===== src/rtl/irx_pkg.sv =====
package irx_pkg;

  typedef enum logic [1:0] {
    FS_HUNT = 2'd0,
    FS_RECV = 2'd1,
    FS_SKIP = 2'd2
  } frame_st_t;

endpackage


===== src/rtl/irx_destuff.sv =====
// Line-level run tracker: flags, inserted-zero removal, abort runs.
module irx_destuff #(
  parameter int STUFF_RUN = 5
) (
  input  logic clk,
  input  logic rst,
  input  logic bit_en,
  input  logic bit_in,
  output logic d_valid,
  output logic d_bit,
  output logic d_flag,
  output logic d_abort
);
  localparam int FLAG_RUN  = STUFF_RUN + 1;
  localparam int ABORT_RUN = STUFF_RUN + 2;
  localparam int CW        = $clog2(ABORT_RUN + 1);

  logic [CW-1:0] run_q;

  always_ff @(posedge clk) begin
    if (rst) begin
      run_q   <= '0;
      d_valid <= 1'b0;
      d_bit   <= 1'b0;
      d_flag  <= 1'b0;
      d_abort <= 1'b0;
    end else begin
      d_valid <= 1'b0;
      d_flag  <= 1'b0;
      d_abort <= 1'b0;
      if (bit_en) begin
        if (bit_in) begin
          if (run_q == CW'(FLAG_RUN)) begin
            run_q   <= CW'(ABORT_RUN);
            d_abort <= 1'b1;
          end else if (run_q != CW'(ABORT_RUN)) begin
            run_q   <= run_q + 1'b1;
            d_valid <= 1'b1;
            d_bit   <= 1'b1;
          end
        end else begin
          run_q <= '0;
          if (run_q == CW'(FLAG_RUN)) begin
            d_flag <= 1'b1;
          end else if (run_q != CW'(STUFF_RUN) && run_q != CW'(ABORT_RUN)) begin
            d_valid <= 1'b1;
            d_bit   <= 1'b0;
          end
        end
      end
    end
  end

endmodule


===== src/rtl/irx_crc_step.sv =====
// One serial CRC step, non-reflected, fed with the line bit.
module irx_crc_step #(
  parameter int          CRC_W    = 16,
  parameter logic [15:0] CRC_POLY = 16'h1021
) (
  input  logic [CRC_W-1:0] crc_i,
  input  logic             bit_i,
  output logic [CRC_W-1:0] crc_o
);
  logic fb;
  always_comb begin
    fb    = crc_i[CRC_W-1] ^ bit_i;
    crc_o = {crc_i[CRC_W-2:0], 1'b0};
    if (fb) crc_o = crc_o ^ CRC_POLY[CRC_W-1:0];
  end
endmodule


===== src/rtl/irx_holdback.sv =====
// Delay line that keeps the trailing CRC bytes away from the output.
module irx_holdback #(
  parameter int W     = 8,
  parameter int DEPTH = 3
) (
  input  logic         clk,
  input  logic         rst,
  input  logic         push,
  input  logic [W-1:0] push_byte,
  input  logic         close,
  input  logic         close_abort,
  output logic         full,
  output logic         empty,
  output logic         out_valid,
  output logic [W-1:0] out_byte,
  output logic         out_eof,
  output logic         out_abort
);
  localparam int CNTW = $clog2(DEPTH + 1);

  logic [W-1:0]    slot_q [DEPTH];
  logic [CNTW-1:0] cnt_q;
  logic [W-1:0]    oldest;

  genvar gi;
  generate
    for (gi = 0; gi < DEPTH; gi++) begin : g_slot
      if (gi == 0) begin : g_head
        always_ff @(posedge clk) begin
          if (rst)       slot_q[gi] <= '0;
          else if (push) slot_q[gi] <= push_byte;
        end
      end else begin : g_tail
        always_ff @(posedge clk) begin
          if (rst)       slot_q[gi] <= '0;
          else if (push) slot_q[gi] <= slot_q[gi-1];
        end
      end
    end
  endgenerate

  always_comb begin
    oldest = slot_q[0];
    for (int i = 0; i < DEPTH; i++) begin
      if (cnt_q == CNTW'(i + 1)) oldest = slot_q[i];
    end
  end

  assign full  = (cnt_q == CNTW'(DEPTH));
  assign empty = (cnt_q == '0);

  always_ff @(posedge clk) begin
    if (rst) begin
      cnt_q     <= '0;
      out_valid <= 1'b0;
      out_byte  <= '0;
      out_eof   <= 1'b0;
      out_abort <= 1'b0;
    end else begin
      out_valid <= 1'b0;
      out_eof   <= 1'b0;
      out_abort <= 1'b0;
      if (push) begin
        if (full) begin
          out_valid <= 1'b1;
          out_byte  <= slot_q[DEPTH-1];
        end else begin
          cnt_q <= cnt_q + 1'b1;
        end
      end else if (close && !empty) begin
        out_valid <= 1'b1;
        out_byte  <= oldest;
        out_eof   <= 1'b1;
        out_abort <= close_abort;
        cnt_q     <= '0;
      end
    end
  end

endmodule


===== src/rtl/irx_frame.sv =====
// Frame sequencer: byte assembly, address decision, CRC residue, closing.
module irx_frame
  import irx_pkg::*;
#(
  parameter int          BYTE_W    = 8,
  parameter int          CRC_W     = 16,
  parameter logic [15:0] CRC_POLY  = 16'h1021,
  parameter logic [15:0] CRC_INIT  = 16'hFFFF,
  parameter int          STUFF_RUN = 5
) (
  input  logic              clk,
  input  logic              rst,
  input  logic              d_valid,
  input  logic              d_bit,
  input  logic              d_flag,
  input  logic              d_abort,
  input  logic [BYTE_W-1:0] cfg_addr,
  input  logic              cfg_match_en,
  input  logic              hb_full,
  input  logic              hb_empty,
  output logic              push,
  output logic [BYTE_W-1:0] push_byte,
  output logic              close,
  output logic              close_abort,
  output logic              crc_err,
  output logic              abort_evt
);
  localparam int BCW = $clog2(BYTE_W);
  // Bits of the closing flag seen as content before it is recognised.
  localparam int FLAG_LEAD = (STUFF_RUN + 2) % BYTE_W;
  localparam logic [BYTE_W-1:0] BCAST = '1;

  frame_st_t         state_q;
  logic [BYTE_W-1:0] sr_q, sr_n;
  logic [BCW-1:0]    bcnt_q;
  logic [CRC_W-1:0]  crc_q, crc_n, snap_q;
  logic              first_q;
  logic              byte_done, addr_ok, aligned, good_close;

  irx_crc_step #(.CRC_W(CRC_W), .CRC_POLY(CRC_POLY)) u_crc (
    .crc_i (crc_q),
    .bit_i (d_bit),
    .crc_o (crc_n)
  );

  always_comb begin
    sr_n        = {d_bit, sr_q[BYTE_W-1:1]};
    byte_done   = d_valid && (state_q == FS_RECV) && (bcnt_q == BCW'(BYTE_W - 1));
    addr_ok     = !cfg_match_en || (sr_n == cfg_addr) || (sr_n == BCAST);
    push        = byte_done && (!first_q || addr_ok);
    push_byte   = sr_n;
    aligned     = (bcnt_q == BCW'(FLAG_LEAD));
    close       = (d_flag || d_abort) && (state_q == FS_RECV) && !hb_empty;
    good_close  = d_flag && aligned && hb_full;
    close_abort = !good_close;
  end

  always_ff @(posedge clk) begin
    if (rst) begin
      state_q   <= FS_HUNT;
      sr_q      <= '0;
      bcnt_q    <= '0;
      crc_q     <= CRC_INIT[CRC_W-1:0];
      snap_q    <= CRC_INIT[CRC_W-1:0];
      first_q   <= 1'b1;
      crc_err   <= 1'b0;
      abort_evt <= 1'b0;
    end else begin
      crc_err   <= close && good_close && (snap_q != '0);
      abort_evt <= close && !good_close;
      if (d_flag) begin
        state_q <= FS_RECV;
        sr_q    <= '0;
        bcnt_q  <= '0;
        crc_q   <= CRC_INIT[CRC_W-1:0];
        snap_q  <= CRC_INIT[CRC_W-1:0];
        first_q <= 1'b1;
      end else if (d_abort) begin
        state_q <= FS_HUNT;
      end else if (d_valid && state_q == FS_RECV) begin
        sr_q   <= sr_n;
        bcnt_q <= bcnt_q + 1'b1;
        crc_q  <= crc_n;
        if (byte_done) begin
          snap_q <= crc_n;
          if (first_q) begin
            first_q <= 1'b0;
            if (!addr_ok) state_q <= FS_SKIP;
          end
        end
      end
    end
  end

endmodule


===== src/rtl/irx_rx.sv =====
module irx_rx #(
  parameter int          BYTE_W    = 8,
  parameter int          CRC_W     = 16,
  parameter logic [15:0] CRC_POLY  = 16'h1021,
  parameter logic [15:0] CRC_INIT  = 16'hFFFF,
  parameter int          STUFF_RUN = 5
) (
  input  logic              clk,
  input  logic              rst,
  input  logic              bit_en,
  input  logic              bit_in,
  input  logic [BYTE_W-1:0] cfg_addr,
  input  logic              cfg_match_en,
  output logic              out_valid,
  output logic [BYTE_W-1:0] out_byte,
  output logic              out_eof,
  output logic              out_abort,
  output logic              crc_err,
  output logic              abort_evt
);
  localparam int HOLD_DEPTH = CRC_W / BYTE_W + 1;

  logic              d_valid, d_bit, d_flag, d_abort;
  logic              hb_full, hb_empty;
  logic              push, close, close_abort;
  logic [BYTE_W-1:0] push_byte;

  irx_destuff #(.STUFF_RUN(STUFF_RUN)) u_destuff (
    .clk     (clk),
    .rst     (rst),
    .bit_en  (bit_en),
    .bit_in  (bit_in),
    .d_valid (d_valid),
    .d_bit   (d_bit),
    .d_flag  (d_flag),
    .d_abort (d_abort)
  );

  irx_frame #(
    .BYTE_W    (BYTE_W),
    .CRC_W     (CRC_W),
    .CRC_POLY  (CRC_POLY),
    .CRC_INIT  (CRC_INIT),
    .STUFF_RUN (STUFF_RUN)
  ) u_frame (
    .clk          (clk),
    .rst          (rst),
    .d_valid      (d_valid),
    .d_bit        (d_bit),
    .d_flag       (d_flag),
    .d_abort      (d_abort),
    .cfg_addr     (cfg_addr),
    .cfg_match_en (cfg_match_en),
    .hb_full      (hb_full),
    .hb_empty     (hb_empty),
    .push         (push),
    .push_byte    (push_byte),
    .close        (close),
    .close_abort  (close_abort),
    .crc_err      (crc_err),
    .abort_evt    (abort_evt)
  );

  irx_holdback #(.W(BYTE_W), .DEPTH(HOLD_DEPTH)) u_hold (
    .clk         (clk),
    .rst         (rst),
    .push        (push),
    .push_byte   (push_byte),
    .close       (close),
    .close_abort (close_abort),
    .full        (hb_full),
    .empty       (hb_empty),
    .out_valid   (out_valid),
    .out_byte    (out_byte),
    .out_eof     (out_eof),
    .out_abort   (out_abort)
  );

endmodule


===== config.mk =====
export PLATFORM = sky130hd
export DESIGN_NAME = irx_rx
export DESIGN_NICKNAME = d
export VERILOG_FILES = /design/src/rtl/irx_pkg.sv /design/src/rtl/irx_destuff.sv /design/src/rtl/irx_crc_step.sv /design/src/rtl/irx_holdback.sv /design/src/rtl/irx_frame.sv /design/src/rtl/irx_rx.sv
export SDC_FILE = /design/constraint.sdc
export NUM_CORES = 1
export LEC_CHECK = 0
export BUFFER_PORTS_ARGS = -buffer_cell sky130_fd_sc_hd__buf_2
export CORE_MARGIN = 2
export CORE_UTILIZATION = 40
export DETAILED_ROUTE_END_ITERATION = 7
export PLACE_DENSITY = 0.6
export REMOVE_ABC_BUFFERS = 1
export SLEW_MARGIN = 0
export SYNTH_ARGS = -nofsm -noshare
export SYNTH_HDL_FRONTEND = slang
export SYNTH_SLANG_ARGS = --single-unit

===== constraint.sdc =====
create_clock -name clk -period 2.3 [get_ports clk]
set_input_delay 0 -clock clk [delete_from_list [all_inputs] [get_ports clk]]
set_output_delay 0 -clock clk [all_outputs]
set_load 0.01 [all_outputs]

Word level (Yosys, flattened, before mapping)
Memory sizes are Yosys's and may differ from the RTL's.
Cells that the tools add are included.
- bits in registers: 68
- memories: 1
- RAM bits: 24
- input port bits: 13
- output and inout bits: 13
- memories (name ; words ; bits a word ; read ports ; clocked after memory_dff ; write ports ; line ; text):
    u_hold.slot_q ; 3 ; 8 ; 3 ; 0 ; 3 ; irx_holdback.sv:21 ; logic [W-1:0] slot_q [DEPTH];
- muxes and demuxes: 40
- reductions and logical operators: 42
- add/sub/neg operators: 3
- equal/unequal tests: 14
- bitwise logic cells: 11
- operator list (operator ; number):
    $mux W8 ; 8
    $mux W1 ; 25
    $reduce_bool A16 Y1 ; 1
    $mux W13 ; 1
    $logic_and A1 B1 Y1 ; 12
    $reduce_and A4 Y1 ; 3
    $reduce_or A3 Y1 ; 4
    $mux W3 ; 3
    $ne A3 B3 Y1 const B ; 3
    $reduce_bool A3 Y1 ; 3
    $eq A8 B8 Y1 ; 1
    $eq A8 B8 Y1 const B ; 1
    $reduce_and A2 Y1 ; 4
    $add A3 B1 Y3 const B ; 2
    $eq A3 B3 Y1 const B ; 2
    $mux W2 ; 3
    $not A1 Y1 ; 6
    $reduce_or A2 Y1 ; 3
    $eq A2 B2 Y1 const B ; 2
    $logic_not A1 Y1 ; 4
    $logic_or A1 B1 Y1 ; 4
    $ne A2 B1 Y1 const B ; 2
    $reduce_bool A2 Y1 ; 2
    $ne A3 B1 Y1 const B ; 1
    other kinds (8) ; 10

Logic depth before layout (Yosys ltp)
- depth in word-level cells: 9
- gate-level depth with buffers: 8

Cells and area by module
Synthesis repeated with hierarchy kept, for this count alone.
- cell total of the unflattened synthesis: 416
- area, all modules: 4021.4 um2
- by module, submodules not included (module ; cells an instance ; area an instance (um2) ; times used):
    irx_frame ; 230 ; 1870.5 ; 1
    irx_holdback ; 132 ; 1647.8 ; 1
    irx_destuff ; 37 ; 341.6 ; 1
    irx_crc_step ; 17 ; 161.4 ; 1

Worst setup path before layout
No wires, ideal clock.
- path kind: reg2reg
- from: reg u_destuff.d_bit
- to: mem u_hold.slot_q[0][0], enable pin
- cell stages (with the launch flop): 7
- data arrival time: 1.730 ns
- period minus slack after synthesis: 2.111 ns
- setup slack: 0.189 ns
- path through: dfxtp_1 > buf_6 > xor2_1 > nor4_2 > a21oi_4 > nand2b_1 > nand2_1
- RTL lines (element ; line ; text):
    start, declared ; irx_destuff.sv:10 ; output logic d_bit,
    start signal, assigned ; irx_destuff.sv:24 ; d_bit <= 1'b0;
    start signal, assigned ; irx_destuff.sv:39 ; d_bit <= 1'b1;
    start signal, assigned ; irx_destuff.sv:47 ; d_bit <= 1'b0;
    end, declared ; irx_holdback.sv:21 ;

Worst setup path in the final report
- from: reg u_frame.sr_q[7]
- to: reg u_hold.out_byte[6]
- longest elaborated chain between the ends: 7
- elaborated cells on any way between the ends: 10
- those cells by class: 3 x eq/ne; 1 x mux; 6 x reduce/logical
- ends and longest elaborated chain (element ; line ; text):
    start, declared ; irx_frame.sv:34 ; logic [BYTE_W-1:0] sr_q, sr_n;
    start signal, assigned ; irx_frame.sv:81 ; sr_q <= sr_n;
    $eq A8 B8 Y1 ; irx_frame.sv:49 ; addr_ok = !cfg_match_en || (sr_n == cfg_addr) || (sr_n == BCAST);
    $logic_or A1 B1 Y1 ; irx_frame.sv:49 ;
    $logic_or A1 B1 Y1 * ; irx_frame.sv:49 ;
    $logic_or A1 B1 Y1 * ; irx_frame.sv:50 ; push = byte_done && (!first_q || addr_ok);
    $logic_and A1 B1 Y1 * ; irx_frame.sv:50 ;
    $ne A2 B1 Y1 (no line) or $reduce_bool A2 Y1 (tied branches) ; n/a ;
    $reduce_and A2 Y1 (no line) ; n/a ;
    end signal, assigned ; irx_holdback.sv:66 ; out_byte <= slot_q[DEPTH-1];
    end signal, assigned ; irx_holdback.sv:72 ; out_byte <= oldest;
    end, declared ; irx_holdback.sv:15 ; output logic [W-1:0] out_byte,
Mark *: on every way between the ends. The rest lies on a longest branch, timed or not.
A chain may end at the register's enable or synchronous reset.

==> impl_metrics.py <==
metrics = {
    "global_route": {
        "grt_max_degree": 34,
        "antenna_found_initial": 0,
        "gr-usage-all-layers": 0.148,
        "grt_pass1_vias": 2545,
        "grt_pass1_wl_um": 11800,
        "grt_overflow_total": 0,
    },
    "sta": {
        "slew_headroom": 0.583,
        "fin_ws_ps": 327,
        "hold_viol": 0,
        "finalSetupTns_ps": 0,
        "rsz0062_at_grt": "no",
        "setup_violations": 0,
        "fin_skew_ps": 10.2,
        "maxSlewViolCount": 0,
        "tightest_slew_ps": 624,
        "finalCriticalPeriod_ps": 1970,
        "period_share": 0.858,
        "max_freq_ghz": 0.507,
    },
    "synthesis": {
        "postSynth.asyncResetShare": 0,
        "synth_top_family_by_area": "simple AND/OR/NAND/NOR gates",
        "yosysWarnings": 0,
        "synth.area.top_cells": "dfxtp_1 (36%), edfxtp_1 (19%), nand2_1 (8.8%)",
        "syn_area_um2": 3720,
        "synth_edf_count": 24,
        "synth.distinct_cells": 42,
        "yosysTopAreaCellShare": 0.360,
        "synthSimpleGateAreaFrac": 0.246,
        "ys_seq_area_frac": 0.554,
        "synth-seq-cells": 91,
        "yosys.area_share.adder": 0.0303,
        "ys.flop_type": "dfxtp_1",
        "synthCells": 382,
        "synth_compound_area_frac": 0.0864,
        "syn_avg_cell_area_um2": 9.74,
        "yosys.area.top_type": "dfxtp_1",
        "synthXorXnorAreaFrac": 0.0306,
        "synth.area.mux_share": 0.0215,
    },
    "power_and_ir_drop": {
        "leakagePower_nw": 1.80,
        "power_w": 0.00297,
        "peakVddDrop_mv": 0.342,
        "powerDensity_nw_per_um2": 701,
    },
    "route": {
        "ant_nets": 0,
        "wl_um": 6900,
        "drtIter0Drc": 107,
        "viasPerCell": 5.04,
        "via_count": 2649,
        "drcViolationCount": 0,
        "dr.pass1.iters": 4,
        "wl_per_cell_um": 13.1,
    },
    "placed_design": {
        "gp_congestion": 0.693,
        "dp_slack_ps": 326,
        "dpl_cell_area_um2": 3970,
        "dp.final_hpwl_um": 4620,
        "io_buffers": 25,
    },
    "job": {
        "maxCapViolCount": 0,
    },
    "die": {
        "initial_core_util": 0.407,
        "core_um2": 9150,
        "die_w_um": 100,
        "die_area_um2": 10100,
        "boundaryPins": 26,
        "rows": 35,
        "die_y_um": 100,
    },
    "critical_path": {
        "crit_required_ps": 2550,
        "rr_worst_depth": 6,
        "worstSetupStartpointType": "register",
        "end_kind": "register",
        "reg2reg_from": "u_frame.sr_q[7]$_SDFFE_PP0P_",
        "crit_path_max_fanout": 10,
        "crit_arrival_ps": 2220,
        "cp-startpoint": "u_frame.sr_q[7]$_SDFFE_PP0P_",
        "reg2reg_slack_ps": 330,
        "timing.critical_path.to": "u_hold.out_byte[6]$_SDFFE_PP0P_",
        "critPathKind": "reg2reg",
        "regToRegEndpoint": "u_hold.out_byte[6]$_SDFFE_PP0P_",
    },
    "clock_tree": {
        "cts_inserted_buffers": 9,
        "cts_num_sinks": 91,
        "root_buffer": "clkbuf_8",
        "clock_path_buffers": 2,
        "clk_latency_ps": 350,
        "cts_setup_buffers": 0,
        "htreeDepth": 3,
        "cts.repair.resized": 0,
        "cts_tree": "done",
        "holdBufCountCts": 4,
        "clk_pin_slew_ps": 90,
    },
    "min_path": {
        "hp-class": "in2reg",
    },
    "cells_and_area": {
        "antenna_cells": 0,
        "design_area_um2": 4230,
        "fin_util": 0.462,
        "nets": 432,
        "area_delta_synth_final_pct": 13.8,
        "drive_gt1_frac": 0.140,
    },
    "status": {
        "outcome": "finished, final reports clean",
    },
}
sequential cells by signal, summed over array words and instances (netlist names), 2 cells and up:
register         cells
u_hold.slot_q       24
u_hold.cnt_q         2
u_frame.sr_q         7
u_destuff.run_q      3
u_frame.state_q      2
u_frame.snap_q      16
u_hold.out_byte      8
u_frame.bcnt_q       3
u_frame.crc_q       16
worst max-delay path, cell delays in order, from the launching register on:
cell and delay, ps:
dfxtp_1 360, xor2_1 180, nor4_2 390, a21oi_4 160
o21ai_2 400, nor3_1 110, a221o_1 260
routing by layer:
metal,vias to the layer above,routed length (µm),track usage
met5,-,0,0
met4,0,137,0.0643
met3,11,216,0.0312
met2,34,3330,0.250
met1,1222,3210,0.183
li1,1382,-,-
placed cells by master (no fill, tap or decap), types with 11 or more instances in the layout:
cell type / netlist / layout
nor3_1: 11 / 11
nor2_1: 13 / 12
a21oi_1: 11 / 11
dfxtp_1: 67 / 67
nand3_1: 30 / 30
nand2_1: 87 / 87
edfxtp_1: 24 / 24
buf_2: 3 / 25
and2_1: 25 / 25
final cells by class:
class / count / area, µm²
Inverter: 9 / 33.8
Sequential cell: 91 / 2060
Timing Repair Buffer: 36 / 230
Multi-Input combinational cell: 263 / 1550
Clock inverter: 7 / 98.8
Tap cell: 111 / 139
Fill cell: 854 / 4920
Clock buffer: 9 / 124
cell usage after synthesis (2+ instances only):
cell      number
a211o_1        2
a21oi_1       11
a221o_1        8
a31oi_1        2
and2_1        25
and3_1         5
buf_2          3
clkbuf_1      14
dfxtp_1       67
edfxtp_1      24
ha_1           9
inv_1          9
mux2i_1        8
nand2_1       87
nand3_1       30
nand3b_1       2
nand4_1        3
nor2_1        13
nor2b_1        2
nor3_1        11
nor4_1         6
nor4_2         2
o211ai_1       8
o21ai_0        2
xnor2_1        4
xor2_1         9
how the worst min path moves through the flow:
stage / startpoint / to / slack (ps) / cells past startpoint
after floorplan: rst / u_hold.cnt_q[1]$_SDFFE_PP0P_ / 70 / 1
after global placement: bit_en / u_destuff.run_q[0]$_SDFFE_PP0P_ / 240 / 2
after detailed placement: bit_en / u_destuff.run_q[0]$_SDFFE_PP0P_ / 240 / 2
after CTS: cfg_match_en / u_frame.state_q[1]$_SDFFE_PP0P_ / 190 / 5
after global routing: cfg_match_en / u_frame.state_q[1]$_SDFFE_PP0P_ / 230 / 5
final: cfg_match_en / u_frame.state_q[1]$_SDFFE_PP0P_ / 200 / 5
power breakdown:
| group | leakage [nW] | total (W) | internal (W) | switching (W) |
|---|---|---|---|---|
| combinational | 0.903 | 0.0000983 | 0.0000394 | 0.0000588 |
| clock | 0.111 | 0.00120 | 0.000622 | 0.000578 |
| sequential | 0.790 | 0.00167 | 0.00166 | 0.0000112 |
| total | 1.80 | 0.00297 | 0.00232 | 0.000648 |
kinds of logic after synthesis:
logic type,Yosys count
adders and majority gates,9
xor gates and xnor gates,13
and+or+nand+nor,191
buffers and inverters,28
AOI/OAI and AO/OA,42
muxes,8
DFF,91
per-stage QoR:
stage	hold WS (ps)	std cells
floorplan	69.4	363
CTS	189	526
global placement	236	506
finish	196	526
global route	230	526
detailed placement	239	506
No activity file was read; power rests on OpenSTA's default activity.
